`config.mk`:
```
export PLATFORM = sky130hd
export DESIGN_NAME = excl_monitor
export DESIGN_NICKNAME = d
export VERILOG_FILES = /design/src/rtl/excl_mon_pkg.sv /design/src/rtl/excl_mon_slot.sv /design/src/rtl/excl_mon_dphase.sv /design/src/rtl/excl_monitor.sv
export SDC_FILE = /design/constraint.sdc
export NUM_CORES = 1
export LEC_CHECK = 0
export ABC_AREA = 0
export BUFFER_PORTS_ARGS = -buffer_cell sky130_fd_sc_hd__buf_2
export CORE_MARGIN = 4
export CORE_UTILIZATION = 54
export DETAILED_ROUTE_END_ITERATION = 10
export GPL_ROUTABILITY_DRIVEN = 0
export PLACE_DENSITY = 0.75
export SLEW_MARGIN = 20
export SYNTH_ARGS = -nofsm -noshare
export SYNTH_HDL_FRONTEND = slang
export SYNTH_SLANG_ARGS = --single-unit
```
`constraint.sdc`:
```
create_clock -name clk -period 1.8 [get_ports clk]
set_clock_uncertainty 0.2 [all_clocks]
set_input_delay 0.18 -clock clk [delete_from_list [all_inputs] [get_ports clk]]
set_output_delay 0.18 -clock clk [all_outputs]
set_load 0.05 [all_outputs]
```
`src/rtl/excl_mon_pkg.sv`:
```
package excl_mon_pkg;
  // outcome carried through the data phase of one transfer
  typedef enum logic [1:0] {
    XS_NONE = 2'd0,
    XS_PASS = 2'd1,
    XS_FAIL = 2'd2
  } xs_result_e;
endpackage

```
`src/rtl/excl_mon_slot.sv`:
```
module excl_mon_slot #(
  parameter int TAG_W = 30,
  parameter int ID_W  = 2,
  parameter int MY_ID = 0
) (
  input  logic             clk,
  input  logic             rst,
  input  logic             acc,
  input  logic [TAG_W-1:0] tag,
  input  logic [ID_W-1:0]  mid,
  input  logic             excl,
  input  logic             write,
  input  logic             commit_write,
  output logic             hit
);
  localparam logic [ID_W-1:0] ME = ID_W'(MY_ID);

  logic             held;
  logic [TAG_W-1:0] word;

  assign hit = held && (word == tag);

  always_ff @(posedge clk) begin
    if (rst) begin
      held <= 1'b0;
      word <= '0;
    end else if (acc) begin
      if (mid == ME) begin
        if (excl && !write) begin
          held <= 1'b1;
          word <= tag;
        end else if (excl && write) begin
          held <= 1'b0;
        end
      end else if (commit_write && (word == tag)) begin
        held <= 1'b0;
      end
    end
  end
endmodule

```
`src/rtl/excl_mon_dphase.sv`:
```
module excl_mon_dphase
  import excl_mon_pkg::*;
(
  input  logic clk,
  input  logic rst,
  input  logic acc,
  input  logic xstore,
  input  logic pass,
  input  logic hready,
  input  logic hresp,
  output logic hexokay,
  output logic store_block
);
  xs_result_e st;

  always_ff @(posedge clk) begin
    if (rst) begin
      st <= XS_NONE;
    end else if (acc) begin
      if (!xstore)   st <= XS_NONE;
      else if (pass) st <= XS_PASS;
      else           st <= XS_FAIL;
    end else if (hready) begin
      st <= XS_NONE;
    end
  end

  assign store_block = (st == XS_FAIL);
  assign hexokay     = (st == XS_PASS) && hready && !hresp;
endmodule

```
`src/rtl/excl_monitor.sv`:
```
module excl_monitor #(
  parameter int NUM_MASTERS = 4,
  parameter int ADDR_W      = 32,
  parameter int BYTE_LANES  = 4,
  localparam int ID_W       = (NUM_MASTERS > 1) ? $clog2(NUM_MASTERS) : 1
) (
  input  logic              clk,
  input  logic              rst,
  input  logic              a_valid,
  input  logic [ADDR_W-1:0] a_addr,
  input  logic              a_write,
  input  logic              a_excl,
  input  logic [ID_W-1:0]   a_mid,
  input  logic              a_tgt_excl,
  input  logic              hready,
  input  logic              hresp,
  output logic              hexokay,
  output logic              store_block
);
  localparam int OFS_W = (BYTE_LANES > 1) ? $clog2(BYTE_LANES) : 0;
  localparam int TAG_W = ADDR_W - OFS_W;

  logic [TAG_W-1:0]       tag;
  logic [NUM_MASTERS-1:0] hit_vec;
  logic                   acc;
  logic                   own_hit;
  logic                   pass;
  logic                   commit_write;

  assign tag = a_addr[ADDR_W-1:OFS_W];
  assign acc = a_valid && hready;

  always_comb begin
    own_hit = 1'b0;
    for (int i = 0; i < NUM_MASTERS; i++) begin
      if (a_mid == ID_W'(i)) own_hit = hit_vec[i];
    end
  end

  assign pass         = own_hit && a_tgt_excl;
  assign commit_write = a_write && (!a_excl || pass);

  for (genvar g = 0; g < NUM_MASTERS; g++) begin : g_slot
    excl_mon_slot #(
      .TAG_W(TAG_W),
      .ID_W (ID_W),
      .MY_ID(g)
    ) u_slot (
      .clk         (clk),
      .rst         (rst),
      .acc         (acc),
      .tag         (tag),
      .mid         (a_mid),
      .excl        (a_excl),
      .write       (a_write),
      .commit_write(commit_write),
      .hit         (hit_vec[g])
    );
  end

  excl_mon_dphase u_dphase (
    .clk        (clk),
    .rst        (rst),
    .acc        (acc),
    .xstore     (a_excl && a_write),
    .pass       (pass),
    .hready     (hready),
    .hresp      (hresp),
    .hexokay    (hexokay),
    .store_block(store_block)
  );
endmodule

```
==> flow_results.xml, run 1 <==
<?xml version="1.0" encoding="UTF-8"?>
<metrics>
  <group name="outcome">
    <metric name="violations" unit="">negative setup slack</metric>
    <metric name="status" unit="">finished with violations</metric>
  </group>
  <group name="sta">
    <metric name="maxSlewViolCount" unit="">0</metric>
    <metric name="timing.final.crit_period" unit="ns">2.18</metric>
    <metric name="worst_slew_margin_rel" unit="%">52.5</metric>
    <metric name="measured_slew_at_the_worst_slew_check_pin" unit="ns">0.712</metric>
    <metric name="setup_violations" unit="">6</metric>
    <metric name="fmax" unit="GHz">0.458</metric>
    <metric name="min_period_over_period" unit="%">121</metric>
    <metric name="hold_viol_final" unit="">0</metric>
    <metric name="grt_setup_unrepaired" unit="">yes</metric>
    <metric name="smallest_setup_slack_after_layout" unit="ns">-0.383</metric>
  </group>
  <group name="synthesis">
    <metric name="synth_cells" unit="">785</metric>
    <metric name="list_of_most_frequent_post_synthesis_cells" unit="">sky130_fd_sc_hd__nand2_1 (245), sky130_fd_sc_hd__dfxtp_1 (126), sky130_fd_sc_hd__a21oi_1 (123)</metric>
    <metric name="ys_warn_count" unit="">0</metric>
    <metric name="synth_cell_types" unit="">36</metric>
    <metric name="async_flop_share" unit="%">0</metric>
    <metric name="postSynthAreaPerCell" unit="um^2">7.77</metric>
    <metric name="synth.ff_latch_count" unit="">126</metric>
    <metric name="synth_edf_count" unit="">0</metric>
    <metric name="synth_area" unit="mm^2">0.00610</metric>
    <metric name="synth.top_cell.area_share" unit="%">41.4</metric>
    <metric name="netlist.top_cell.by_area" unit="">sky130_fd_sc_hd__dfxtp_1</metric>
    <metric name="synth-seq-area-share" unit="%">41.4</metric>
    <metric name="postSynthNetCount" unit="">827</metric>
    <metric name="ys.flop_type" unit="">sky130_fd_sc_hd__dfxtp_1</metric>
    <metric name="synth_area_leaders" unit="">sky130_fd_sc_hd__dfxtp_1 (41%), sky130_fd_sc_hd__xnor2_1 (16%), sky130_fd_sc_hd__nand2_1 (15%)</metric>
    <metric name="library_cell_with_the_highest_instance_count_after_synthesis" unit="">sky130_fd_sc_hd__nand2_1</metric>
  </group>
  <group name="floorplan">
    <metric name="core_area" unit="mm^2">0.0109</metric>
    <metric name="floorplan.die_area" unit="mm^2">0.0131</metric>
    <metric name="design.portCount" unit="">44</metric>
    <metric name="die-width" unit="um">114</metric>
    <metric name="die_h" unit="um">114</metric>
    <metric name="initial_utilization" unit="%">55.8</metric>
    <metric name="rows" unit="">38</metric>
  </group>
  <group name="cts">
    <metric name="clock_insertion_delay_worst_skew" unit="ns">0.42</metric>
    <metric name="clk_pin_slew_worst_paths" unit="ns">0.06</metric>
    <metric name="clock_sinks" unit="">126</metric>
    <metric name="ctsRootBufferMaster" unit="">sky130_fd_sc_hd__clkbuf_16</metric>
    <metric name="clock_buffers_created_by_tritoncts" unit="">17</metric>
    <metric name="tritoncts" unit="">yes</metric>
    <metric name="htreeDepth" unit="">4</metric>
    <metric name="clockBufferDepth" unit="">2</metric>
  </group>
  <group name="grt">
    <metric name="grt_start_max_net_pins" unit="">69</metric>
    <metric name="number_of_antenna_violations_at_the_first_check_in_global_routing" unit="">0</metric>
    <metric name="grtUsageTotal" unit="%">29.0</metric>
    <metric name="grt.busiest_layer" unit="">met2</metric>
    <metric name="grt.met1_usage" unit="%">34.9</metric>
    <metric name="grt_util_met3" unit="%">7.82</metric>
    <metric name="gr-usage-met2" unit="%">47.5</metric>
    <metric name="grt_pass1_vias" unit="">5803</metric>
    <metric name="grt_first_pass_wirelength" unit="mm">29.3</metric>
    <metric name="global_route.overflow_total" unit="">0</metric>
  </group>
  <group name="layout">
    <metric name="antenna-diode-count" unit="">0</metric>
    <metric name="layout.core_utilization" unit="%">71.2</metric>
    <metric name="number_of_nets_in_the_final_layout" unit="">917</metric>
    <metric name="drive_above_1_share" unit="%">18.8</metric>
    <metric name="area_growth" unit="%">27.6</metric>
  </group>
  <group name="pwr">
    <metric name="power" unit="W">0.00734</metric>
    <metric name="power_per_cell_area" unit="mW/mm^2">943</metric>
    <metric name="p_leak" unit="nW">2.67</metric>
    <metric name="max-vdd-ir-drop" unit="mV">0.585</metric>
  </group>
  <group name="worst_setup_path">
    <metric name="setup.worst_path.class" unit="">flop to flop</metric>
    <metric name="critPathLaunchType" unit="">flop</metric>
    <metric name="worstSetupEndpointType" unit="">flop</metric>
    <metric name="max_stage_delay_cell_worst_path" unit="">sky130_fd_sc_hd__nor4_4</metric>
    <metric name="worstReg2RegStart" unit="">g_slot[0].u_slot.word[23]</metric>
    <metric name="crit_start" unit="">g_slot[0].u_slot.word[23]</metric>
    <metric name="worst-endpoint-arrival" unit="ns">2.29</metric>
    <metric name="cell_by_cell_trace_of_the_critical_path" unit="">xnor2_2 -&gt; nand4_1 -&gt; nor4_4 -&gt; a32oi_2 -&gt; o311ai_4 -&gt; buf_4 -&gt; o21bai_1</metric>
    <metric name="critical_path_required" unit="ns">1.91</metric>
    <metric name="slowest_delay" unit="ns">0.36</metric>
    <metric name="worst-path-max-fanout" unit="">4</metric>
  </group>
  <group name="detailed_routing">
    <metric name="count_of_vias_placed_by_the_detailed_router" unit="">5871</metric>
    <metric name="wl_per_cell" unit="um">18.2</metric>
    <metric name="detailed_routing_iteration_count_for_the_pre_antenna_repair_pass" unit="">9</metric>
    <metric name="final_antenna_net_count" unit="">0</metric>
    <metric name="drt-total-wl" unit="mm">18.7</metric>
    <metric name="dr.first_iter.drc_count" unit="">537</metric>
    <metric name="via_per_inst" unit="">5.71</metric>
    <metric name="remaining_drc_errors" unit="">0</metric>
  </group>
  <group name="place">
    <metric name="place.detailed.hpwl" unit="mm">11.6</metric>
    <metric name="io_buffers" unit="">41</metric>
  </group>
  <group name="worst_hold_path">
    <metric name="timing.hold.worst.start" unit="">a_addr[31]</metric>
    <metric name="hold_path.class" unit="">primary input to flop</metric>
  </group>
  <group name="job">
    <metric name="drv.max_cap_violation_count" unit="">0</metric>
  </group>
</metrics>
cell families after synthesis:
| logic type | count (synthesis) | share of synthesized area [%] |
|---|---|---|
| DFF | 126 | 41.4 |
| AOI/OAI and AO/OA | 140 | 12.5 |
| buffers and inverters | 75 | 6.34 |
| xor gates and xnor gates | 120 | 17.2 |
| and+or+nand+nor | 324 | 22.6 |
metrics by stage:
stage               hold slack (ns)  TNS (ns)  cell area (um^2)  std cells  setup slack (ns)
CTS                         0.00137     -1.66              7680       1025            -0.312
finish                      0.00732     -2.17              7780       1028            -0.383
floorplan                     0.199  -0.00804              6110        785          -0.00804
global placement              0.253     -1.63              6720        963            -0.310
global route                 0.0132     -2.61              7780       1028            -0.453
detailed placement            0.259     -2.08              6720        963            -0.380
per-layer routing:
layer / up-vias / routed length (um)
met5: - / 0
met1: 2754 / 7410
li1: 2765 / -
met2: 275 / 8930
met4: 0 / 796
met3: 77 / 1540
sequential cells by signal, summed over array words and instances, names as in the netlist:
name and flops:
g_slot.u_slot.word 120, g_slot.u_slot.held 4, u_dphase.st 2
cell type report:
| type | count | area [um^2] |
|---|---|---|
| Clock buffer | 18 | 439 |
| Clock inverter | 14 | 215 |
| Fill cell | 806 | 3150 |
| Inverter | 4 | 15.0 |
| Multi-Input combinational cell | 584 | 3300 |
| Sequential cell | 126 | 2520 |
| Tap cell | 140 | 175 |
| Timing Repair Buffer | 142 | 1120 |
worst max-delay path: cells and delay by family, from the launching register on:
family                 cells  cell delay, ns
AO/OA/AOI/OAI              3            0.58
XOR/XNOR                   1            0.19
buffers and inverters      1            0.18
flip-flops                 1            0.33
AND/OR/NAND/NOR            2            0.58
final timing paths:
check | to | slack (ns) | depth (start not counted)
worst min-delay path | g_slot[2].u_slot.word[29] | 0.007 | 4
worst max-delay path | g_slot[0].u_slot.held | -0.38 | 7
worst max register to register | g_slot[0].u_slot.held | -0.38 | 7
worst min register to register | g_slot[2].u_slot.word[5] | 0.27 | 2
timing repair:
action | CTS | global route
endpoints found under the setup margin | 6 | 6
pin swaps | 4 | 6
resized for setup | 2 | 13
hold endpoints to repair | 49 | 0
buffers inserted | 1 | 3
hold buffers | 29 | 0
cells in the final DEF, fill, tap and decap left out, types with 3 or more instances in the layout:
cell type                       netlist  routed
sky130_fd_sc_hd__buf_2               32      40
sky130_fd_sc_hd__nand4_1             32      32
sky130_fd_sc_hd__xor2_1               8       8
sky130_fd_sc_hd__nor4_1              10       6
sky130_fd_sc_hd__and3_1               5       5
sky130_fd_sc_hd__nor2_2               0       4
sky130_fd_sc_hd__o21ai_0              4       3
sky130_fd_sc_hd__a21oi_1            123     123
sky130_fd_sc_hd__xnor2_1            112     107
sky130_fd_sc_hd__dfxtp_1            126     125
sky130_fd_sc_hd__clkinv_4             0       3
sky130_fd_sc_hd__clkinv_2             0       3
sky130_fd_sc_hd__nor2_1              15      11
sky130_fd_sc_hd__nor4_2               1       4
sky130_fd_sc_hd__xnor2_2              0       5
sky130_fd_sc_hd__nand2_1            245     245
sky130_fd_sc_hd__nand3_1              6       6
sky130_fd_sc_hd__clkbuf_16            0      17
sky130_fd_sc_hd__bufinv_16            0       5
sky130_fd_sc_hd__inv_1                4       4
sky130_fd_sc_hd__buf_4                5      66
sky130_fd_sc_hd__dlygate4sd3_1        0      29
sky130_fd_sc_hd__buf_12               0       6
report_power, final:
part	internal [W]	switching, W	leakage, nW	total [W]
Combinational	0.000315	0.000392	1.34	0.000707
Sequential	0.00283	0.0000275	1.02	0.00285
Clock	0.00249	0.00128	0.316	0.00378
Note: power is estimated with default switching activity, not from simulation.
==> run 2: changes to the inputs <==
--- a/config.mk
+++ b/config.mk
@@ -8,10 +8,10 @@
 export ABC_AREA = 0
 export BUFFER_PORTS_ARGS = -buffer_cell sky130_fd_sc_hd__buf_2
 export CORE_MARGIN = 4
-export CORE_UTILIZATION = 54
+export CORE_UTILIZATION = 60
 export DETAILED_ROUTE_END_ITERATION = 10
 export GPL_ROUTABILITY_DRIVEN = 0
-export PLACE_DENSITY = 0.75
+export PLACE_DENSITY = 0.79
 export SLEW_MARGIN = 20
 export SYNTH_ARGS = -nofsm -noshare
 export SYNTH_HDL_FRONTEND = slang
==> constraint.sdc (replaced) <==
create_clock -name clk -period 2.04 [get_ports clk]
set_clock_uncertainty 0.2 [all_clocks]
set_input_delay 0.204 -clock clk [delete_from_list [all_inputs] [get_ports clk]]
set_output_delay 0.204 -clock clk [all_outputs]
set_load 0.05 [all_outputs]
==> run 2 against run 1 <==
  * The run ends with negative hold slack, negative setup slack left
  * Sequential cell count is the same
  * Clock power shrank 20%
  * Sequential power shrank 12%
  * Setup slack gained 0.20 ns
  * Sequential share of layout area shrank 0.14 points
  * Total power shrank 15%
  * Worst hold slack lost 0.011 ns
==> flow_results.xml, run 2 (synthesis results as in run 1) <==
<?xml version="1.0" encoding="UTF-8"?>
<metrics>
  <group name="worst_setup_path">
    <metric name="setup.worst_path.class" unit="">flop to flop</metric>
    <metric name="worst-path-max-fanout" unit="">6</metric>
    <metric name="critical_path_required" unit="ns">2.24</metric>
    <metric name="worst-endpoint-arrival" unit="ns">2.42</metric>
    <metric name="worstSetupEndpointType" unit="">flop</metric>
    <metric name="r2r_cells" unit="">6</metric>
    <metric name="critPathLaunchType" unit="">flop</metric>
  </group>
  <group name="worst_hold_path">
    <metric name="worst_hold_stages" unit="">5</metric>
    <metric name="hold_path.class" unit="">primary input to flop</metric>
  </group>
  <group name="cts">
    <metric name="clk_pin_slew_worst_paths" unit="ns">0.06</metric>
    <metric name="count_of_buffers_added_by_post_cts_timing_repair_for_setup" unit="">0</metric>
    <metric name="clock_sinks" unit="">126</metric>
    <metric name="tritoncts" unit="">yes</metric>
    <metric name="clock_insertion_delay_worst_skew" unit="ns">0.54</metric>
    <metric name="ctsRootBufferMaster" unit="">sky130_fd_sc_hd__clkbuf_8</metric>
    <metric name="clock_buffers_created_by_tritoncts" unit="">17</metric>
    <metric name="clockBufferDepth" unit="">2</metric>
    <metric name="htreeDepth" unit="">4</metric>
  </group>
  <group name="floorplan">
    <metric name="floorplan.die_area" unit="mm^2">0.0118</metric>
    <metric name="initial_utilization" unit="%">62.1</metric>
    <metric name="die-width" unit="um">109</metric>
    <metric name="core_area" unit="mm^2">0.00982</metric>
    <metric name="die_h" unit="um">109</metric>
    <metric name="design.portCount" unit="">44</metric>
    <metric name="rows" unit="">36</metric>
  </group>
  <group name="detailed_routing">
    <metric name="count_of_vias_placed_by_the_detailed_router" unit="">6299</metric>
    <metric name="wl_per_cell" unit="um">21.2</metric>
    <metric name="dr.first_iter.drc_count" unit="">813</metric>
    <metric name="detailed_routing_iteration_count_for_the_pre_antenna_repair_pass" unit="">5</metric>
    <metric name="remaining_drc_errors" unit="">0</metric>
    <metric name="drt-total-wl" unit="mm">21.7</metric>
    <metric name="via_per_inst" unit="">6.16</metric>
    <metric name="final_antenna_net_count" unit="">0</metric>
  </group>
  <group name="grt">
    <metric name="grt_start_max_net_pins" unit="">70</metric>
    <metric name="number_of_antenna_violations_at_the_first_check_in_global_routing" unit="">0</metric>
    <metric name="global_route.overflow_total" unit="">0</metric>
    <metric name="grt_first_pass_wirelength" unit="mm">32.2</metric>
    <metric name="grtUsageTotal" unit="%">36.4</metric>
    <metric name="grt_pass1_vias" unit="">6264</metric>
  </group>
  <group name="pwr">
    <metric name="comb_power_share" unit="%">10.6</metric>
    <metric name="clock_power_share" unit="%">48.8</metric>
    <metric name="power_per_cell_area" unit="mW/mm^2">791</metric>
    <metric name="p_leak" unit="nW">2.63</metric>
    <metric name="seqPwrFrac" unit="%">40.6</metric>
    <metric name="power_report.internal_total" unit="W">0.00463</metric>
    <metric name="sw_frac_of_total" unit="%">25.3</metric>
    <metric name="max-vdd-ir-drop" unit="mV">0.682</metric>
    <metric name="power.net_switching" unit="W">0.00157</metric>
  </group>
  <group name="sta">
    <metric name="fmax" unit="GHz">0.451</metric>
    <metric name="min_period_over_period" unit="%">109</metric>
    <metric name="measured_slew_at_the_worst_slew_check_pin" unit="ns">0.555</metric>
    <metric name="timing.final.crit_period" unit="ns">2.22</metric>
    <metric name="grt_setup_unrepaired" unit="">yes</metric>
    <metric name="hold_viol_final" unit="">1</metric>
    <metric name="maxSlewViolCount" unit="">0</metric>
    <metric name="smallest_setup_slack_after_layout" unit="ns">-0.178</metric>
    <metric name="setup_violations" unit="">6</metric>
    <metric name="fin_worst_hold_slack" unit="ns">-0.00355</metric>
    <metric name="worst_slew_margin_rel" unit="%">63.0</metric>
  </group>
  <group name="layout">
    <metric name="mostFrequentLayoutCell" unit="">sky130_fd_sc_hd__nand2_1</metric>
    <metric name="filler_cell_count" unit="">619</metric>
    <metric name="drive_above_1_share" unit="%">18.4</metric>
    <metric name="area_growth" unit="%">28.7</metric>
    <metric name="antenna-diode-count" unit="">0</metric>
    <metric name="number_of_nets_in_the_final_layout" unit="">919</metric>
    <metric name="layout.core_utilization" unit="%">79.9</metric>
    <metric name="largest_reg_flops" unit="">120</metric>
    <metric name="most-common-layout-cells" unit="">sky130_fd_sc_hd__nand2_1 (245), sky130_fd_sc_hd__a21oi_1 (123), sky130_fd_sc_hd__dfxtp_1 (119)</metric>
    <metric name="largest_register" unit="">g_slot.u_slot.word</metric>
    <metric name="leading_registers_by_flop_count" unit="">g_slot.u_slot.word (120), g_slot.u_slot.held (4), u_dphase.st (2)</metric>
  </group>
  <group name="place">
    <metric name="io_buffers" unit="">41</metric>
    <metric name="placement.setup.worst_slack" unit="ns">-0.208</metric>
    <metric name="place.detailed.hpwl" unit="mm">11.6</metric>
  </group>
  <group name="outcome">
    <metric name="status" unit="">finished with violations</metric>
    <metric name="violations" unit="">negative hold slack, negative setup slack</metric>
  </group>
  <group name="job">
    <metric name="drv.max_cap_violation_count" unit="">0</metric>
  </group>
</metrics>
run 2: layout make-up:
type / instances / area (um^2) / area share [%]
Timing Repair Buffer: 144 / 1160 / 14.8
Clock buffer: 18 / 418 / 5.33
Sequential cell: 126 / 2530 / 32.3
Clock inverter: 14 / 169 / 2.15
Tap cell: 133 / 166 / 2.12
Inverter: 4 / 15.0 / 0.191
Multi-Input combinational cell: 584 / 3380 / 43.1
run 2: worst max-delay path: stages (launching register included):
cell and delay [ns]:
sky130_fd_sc_hd__dfxtp_1 0.33, sky130_fd_sc_hd__xnor2_1 0.33, sky130_fd_sc_hd__nand4_1 0.21, sky130_fd_sc_hd__nor4_2 0.34, sky130_fd_sc_hd__a32oi_2 0.12, sky130_fd_sc_hd__o311ai_4 0.39
sky130_fd_sc_hd__a41oi_2 0.16
run 2: power groups by stage:
stage          clock network, W  registers [W]  logic, W
3_5_place_dp                  0        0.00257  0.000514
2_1_floorplan                 0        0.00256  0.000348
3_3_place_gp                  0        0.00257  0.000503
4_1_cts                 0.00301        0.00252  0.000605
5_1_grt                 0.00313        0.00252  0.000685
6_report                0.00303        0.00252  0.000657
run 2: worst paths after layout:
kind / start / endpoint / slack [ns]
worst max-delay path: g_slot[1].u_slot.word[2] / g_slot[3].u_slot.held / -0.18
worst min-delay path: a_write / g_slot[2].u_slot.word[21] / -0.004
worst max register to register: g_slot[1].u_slot.word[2] / g_slot[3].u_slot.held / -0.18
worst min register to register: g_slot[2].u_slot.word[3] / g_slot[2].u_slot.word[3] / 0.27
run 2: timing repair:
item | 4_1_cts | 5_1_grt
endpoints found under the hold margin | 122 | 0
setup endpoints to repair | 6 | 10
cloned | 0 | 0
resized for setup | 20 | 13
pin swaps | 9 | 10
hold buffers | 46 | 0
run 2: through the flow:
step / power, W / setup TNS, ns / instances / cell area [um^2] / hold WS (ns)
4_1_cts: 0.00613 / -0.245 / 1023 / 7770 / -0.00223
3_3_place_gp: 0.00307 / -0.610 / 945 / 6610 / 0.253
2_1_floorplan: 0.00291 / 0 / 785 / 6100 / 0.223
5_1_grt: 0.00634 / -1.02 / 1023 / 7850 / 0.0346
6_report: 0.00620 / -0.802 / 1023 / 7850 / -0.00355
3_5_place_dp: 0.00308 / -1.02 / 945 / 6610 / 0.260
run 2: layer usage:
layer / global-route usage, % / share of wire [%] / routed length [um] / vias up
li1: - / - / - / 2761
met1: 41.1 / 34 / 7360 / 2908
met2: 59.3 / 45 / 9820 / 459
met3: 10.4 / 13 / 2780 / 171
met4: 24.8 / 8.2 / 1770 / 0
met5: 0 / 0 / 0 / -
==> run 3: changes to the inputs <==
--- a/config.mk
+++ b/config.mk
@@ -15,4 +15,5 @@
 export SLEW_MARGIN = 20
 export SYNTH_ARGS = -nofsm -noshare
 export SYNTH_HDL_FRONTEND = slang
+export SYNTH_HIERARCHICAL = 1
 export SYNTH_SLANG_ARGS = --single-unit
==> run 3 against run 2 <==
  * The flow finishes with violations (negative setup slack)
  * Die area is 1.9% lower
  * Combinational power fell by 18%
  * Final cell count down 2.1%
  * First-iteration DRC count down 21%
  * Critical path type unchanged
  * Critical endpoint is now g_slot[3].u_slot/held
==> flow_results.xml, run 3 <==
<?xml version="1.0" encoding="UTF-8"?>
<metrics>
  <group name="sta">
    <metric name="setup_violations" unit="">6</metric>
    <metric name="measured_slew_at_the_worst_slew_check_pin" unit="ns">0.416</metric>
    <metric name="min_period_over_period" unit="%">118</metric>
    <metric name="grt_setup_unrepaired" unit="">yes</metric>
    <metric name="fmax" unit="GHz">0.415</metric>
    <metric name="hold_viol_final" unit="">0</metric>
    <metric name="maxSlewViolCount" unit="">0</metric>
    <metric name="timing.final.crit_period" unit="ns">2.41</metric>
    <metric name="smallest_setup_slack_after_layout" unit="ns">-0.372</metric>
    <metric name="worst_slew_margin_rel" unit="%">72.3</metric>
  </group>
  <group name="outcome">
    <metric name="status" unit="">finished with violations</metric>
    <metric name="violations" unit="">negative setup slack</metric>
  </group>
  <group name="place">
    <metric name="place.detailed.hpwl" unit="mm">10.2</metric>
    <metric name="numPlacedInstances" unit="">930</metric>
    <metric name="placed_cell_area" unit="mm^2">0.00659</metric>
    <metric name="io_buffers" unit="">41</metric>
    <metric name="placement.setup.worst_slack" unit="ns">-0.482</metric>
  </group>
  <group name="worst_setup_path">
    <metric name="critical_path_required" unit="ns">2.25</metric>
    <metric name="r2r_cells" unit="">10</metric>
    <metric name="critPathLaunchType" unit="">flop</metric>
    <metric name="worst-endpoint-arrival" unit="ns">2.62</metric>
    <metric name="setup.worst_path.class" unit="">flop to flop</metric>
    <metric name="worst-path-max-fanout" unit="">4</metric>
    <metric name="worstSetupEndpointType" unit="">flop</metric>
  </group>
  <group name="cts">
    <metric name="clockBufferDepth" unit="">2</metric>
    <metric name="clock_sinks" unit="">126</metric>
    <metric name="ctsRootBufferMaster" unit="">sky130_fd_sc_hd__clkbuf_8</metric>
    <metric name="tritoncts" unit="">yes</metric>
    <metric name="clock_insertion_delay_worst_skew" unit="ns">0.53</metric>
    <metric name="clock_buffers_created_by_tritoncts" unit="">17</metric>
    <metric name="clk_pin_slew_worst_paths" unit="ns">0.06</metric>
    <metric name="htreeDepth" unit="">4</metric>
  </group>
  <group name="layout">
    <metric name="leading_registers_by_flop_count" unit="">g_slot.u_slot/word (120), g_slot.u_slot/held (4), u_dphase/st (2)</metric>
    <metric name="largest_register" unit="">g_slot.u_slot/word</metric>
    <metric name="fin_cells" unit="">1002</metric>
    <metric name="area_growth" unit="%">31.4</metric>
    <metric name="layout.core_utilization" unit="%">80.7</metric>
    <metric name="multi_input_comb_area" unit="mm^2">0.00349</metric>
    <metric name="filler_cell_count" unit="">558</metric>
    <metric name="number_of_nets_in_the_final_layout" unit="">897</metric>
    <metric name="area.sequential" unit="mm^2">0.00254</metric>
    <metric name="largest_reg_flops" unit="">120</metric>
    <metric name="drive_above_1_share" unit="%">21.8</metric>
    <metric name="most-common-layout-cells" unit="">sky130_fd_sc_hd__nand2_1 (249), sky130_fd_sc_hd__a21oi_1 (125), sky130_fd_sc_hd__dfxtp_1 (110)</metric>
    <metric name="mostFrequentLayoutCell" unit="">sky130_fd_sc_hd__nand2_1</metric>
    <metric name="postLayoutCellArea" unit="mm^2">0.00785</metric>
  </group>
  <group name="grt">
    <metric name="grt_pass1_vias" unit="">5790</metric>
    <metric name="number_of_antenna_violations_at_the_first_check_in_global_routing" unit="">1</metric>
    <metric name="grtUsageTotal" unit="%">31.0</metric>
    <metric name="grt_first_pass_wirelength" unit="mm">28.2</metric>
    <metric name="global_route.overflow_total" unit="">0</metric>
    <metric name="grt_start_max_net_pins" unit="">53</metric>
  </group>
  <group name="synthesis">
    <metric name="synth_area_leaders" unit="">sky130_fd_sc_hd__dfxtp_1 (42%), sky130_fd_sc_hd__nand2_1 (16%), sky130_fd_sc_hd__xnor2_1 (13%)</metric>
    <metric name="list_of_most_frequent_post_synthesis_cells" unit="">sky130_fd_sc_hd__nand2_1 (249), sky130_fd_sc_hd__a21oi_1 (126), sky130_fd_sc_hd__dfxtp_1 (126)</metric>
    <metric name="ys.flop_type" unit="">sky130_fd_sc_hd__dfxtp_1</metric>
    <metric name="ys_warn_count" unit="">6</metric>
    <metric name="netlist.top_cell.by_area" unit="">sky130_fd_sc_hd__dfxtp_1</metric>
    <metric name="synth-seq-area-share" unit="%">42.2</metric>
    <metric name="postSynthAreaPerCell" unit="um^2">7.98</metric>
    <metric name="synth_cell_types" unit="">34</metric>
    <metric name="async_flop_share" unit="%">0</metric>
    <metric name="synth.top_cell.area_share" unit="%">42.2</metric>
    <metric name="postSynthNetCount" unit="">790</metric>
    <metric name="synth_edf_count" unit="">0</metric>
    <metric name="synth_area" unit="mm^2">0.00597</metric>
    <metric name="synth.ff_latch_count" unit="">126</metric>
    <metric name="library_cell_with_the_highest_instance_count_after_synthesis" unit="">sky130_fd_sc_hd__nand2_1</metric>
    <metric name="synth_cells" unit="">748</metric>
  </group>
  <group name="pwr">
    <metric name="power_report.internal_total" unit="W">0.00474</metric>
    <metric name="p_leak" unit="nW">2.75</metric>
    <metric name="max-vdd-ir-drop" unit="mV">0.872</metric>
    <metric name="clock_power_share" unit="%">51.0</metric>
    <metric name="seqPwrFrac" unit="%">40.3</metric>
    <metric name="comb_power_share" unit="%">8.7</metric>
    <metric name="sw_frac_of_total" unit="%">23.4</metric>
    <metric name="power_per_cell_area" unit="mW/mm^2">789</metric>
    <metric name="power.net_switching" unit="W">0.00145</metric>
  </group>
  <group name="detailed_routing">
    <metric name="remaining_drc_errors" unit="">0</metric>
    <metric name="via_per_inst" unit="">5.78</metric>
    <metric name="detailed_routing_iteration_count_for_the_pre_antenna_repair_pass" unit="">7</metric>
    <metric name="wl_per_cell" unit="um">17.7</metric>
    <metric name="route.layer.met1.wl" unit="mm">7.03</metric>
    <metric name="met3RoutedLength" unit="mm">1.27</metric>
    <metric name="drt-total-wl" unit="mm">17.7</metric>
    <metric name="count_of_vias_placed_by_the_detailed_router" unit="">5787</metric>
    <metric name="final_antenna_net_count" unit="">0</metric>
    <metric name="highest_routed_layer" unit="">met5</metric>
    <metric name="detailroute.wirelength.met2" unit="mm">8.84</metric>
    <metric name="dr.first_iter.drc_count" unit="">644</metric>
  </group>
  <group name="floorplan">
    <metric name="rows" unit="">36</metric>
    <metric name="design.portCount" unit="">44</metric>
    <metric name="die_h" unit="um">108</metric>
    <metric name="core_area" unit="mm^2">0.00973</metric>
    <metric name="floorplan.die_area" unit="mm^2">0.0116</metric>
    <metric name="initial_utilization" unit="%">61.4</metric>
    <metric name="die-width" unit="um">108</metric>
  </group>
  <group name="worst_hold_path">
    <metric name="hold_path.class" unit="">primary input to flop</metric>
    <metric name="worst_hold_stages" unit="">4</metric>
  </group>
  <group name="job">
    <metric name="drv.max_cap_violation_count" unit="">0</metric>
  </group>
</metrics>
run 3: cell types whose count changed after synthesis, sizes merged, moves of 3 or more:
cell / delta
clkbuf: -13
nand4: -8
inv: -3
xnor2: -22
a21oi: +3
nand2: +4
and2: +3
buf: -18
nor2: -10
xor2: +22
a21o: +3
nand3: -3
run 3: final cells by class:
type	instances	share of cell area, %
multi-input cells	581	44.5
flip-flops and latches	126	32.4
repair buffers	128	13.0
clock buffers	19	5.50
clock inverters	13	2.41
well taps	133	2.12
inverters	1	0.0478
diodes	1	0.0319
run 3: power by group through the flow:
stage / clock [W] / sequential (W) / combinational (W)
floorplan: 0 / 0.00254 / 0.000213
global placement: 0 / 0.00255 / 0.000423
detailed placement: 0 / 0.00255 / 0.000431
CTS: 0.00316 / 0.00249 / 0.000511
global route: 0.00328 / 0.00250 / 0.000575
finish: 0.00316 / 0.00249 / 0.000540
run 3: cell families (layout without fill, tap and decap cells):
group,after synthesis,after routing,share of synthesized area [%]
and+or+nand+nor,317,317,23.8
AOI/OAI and AO/OA,141,141,12.2
DFF,126,126,42.2
xor gates and xnor gates,120,120,17.6
buffers and inverters,41,161,3.46
muxes,3,3,0.712
other,0,1,0
run 3: worst paths after layout:
kind                            slack, ns                        end                      start
worst min register to register       0.27  g_slot[3].u_slot/word[13]  g_slot[3].u_slot/word[13]
worst min-delay path                 0.03             u_dphase/st[0]                    a_write
worst max register to register      -0.37      g_slot[3].u_slot/held  g_slot[2].u_slot/word[18]
worst max-delay path                -0.37      g_slot[3].u_slot/held  g_slot[2].u_slot/word[18]
run 3: per-stage QoR:
stage | total power [W] | setup TNS, ns | hold WS (ns)
floorplan | 0.00276 | 0 | 0.0731
global placement | 0.00297 | -2.28 | 0.254
detailed placement | 0.00298 | -2.51 | 0.261
CTS | 0.00617 | -1.66 | 0.0142
global route | 0.00635 | -2.43 | 0.0568
finish | 0.00619 | -1.94 | 0.0298
run 3: metal layers:
layer / up-vias / GRT usage [%]
met4: 2 / 13.8
li1: 2705 / -
met1: 2736 / 36.3
met2: 285 / 52.9
met3: 59 / 8.34
met5: - / 0
run 3: repair_timing:
action                                  4_1_cts  5_1_grt
gates resized for setup                      22       33
pin swaps                                    16       30
buffers inserted                              2        2
hold buffers                                 35        0
hold endpoints to repair                    122        0
endpoints found under the setup margin        6      100
run 3: worst max-delay path: stages (launching register included):
cell and delay [ns]:
sky130_fd_sc_hd__dfxtp_2 0.33, sky130_fd_sc_hd__xnor2_1 0.14, sky130_fd_sc_hd__nand4_1 0.18, sky130_fd_sc_hd__nor4_2 0.40
sky130_fd_sc_hd__buf_4 0.18, sky130_fd_sc_hd__and3_4 0.19, sky130_fd_sc_hd__mux2i_2 0.07, sky130_fd_sc_hd__o221ai_2 0.24
sky130_fd_sc_hd__o21ai_0 0.14, sky130_fd_sc_hd__a21oi_1 0.14, sky130_fd_sc_hd__a31oi_1 0.09
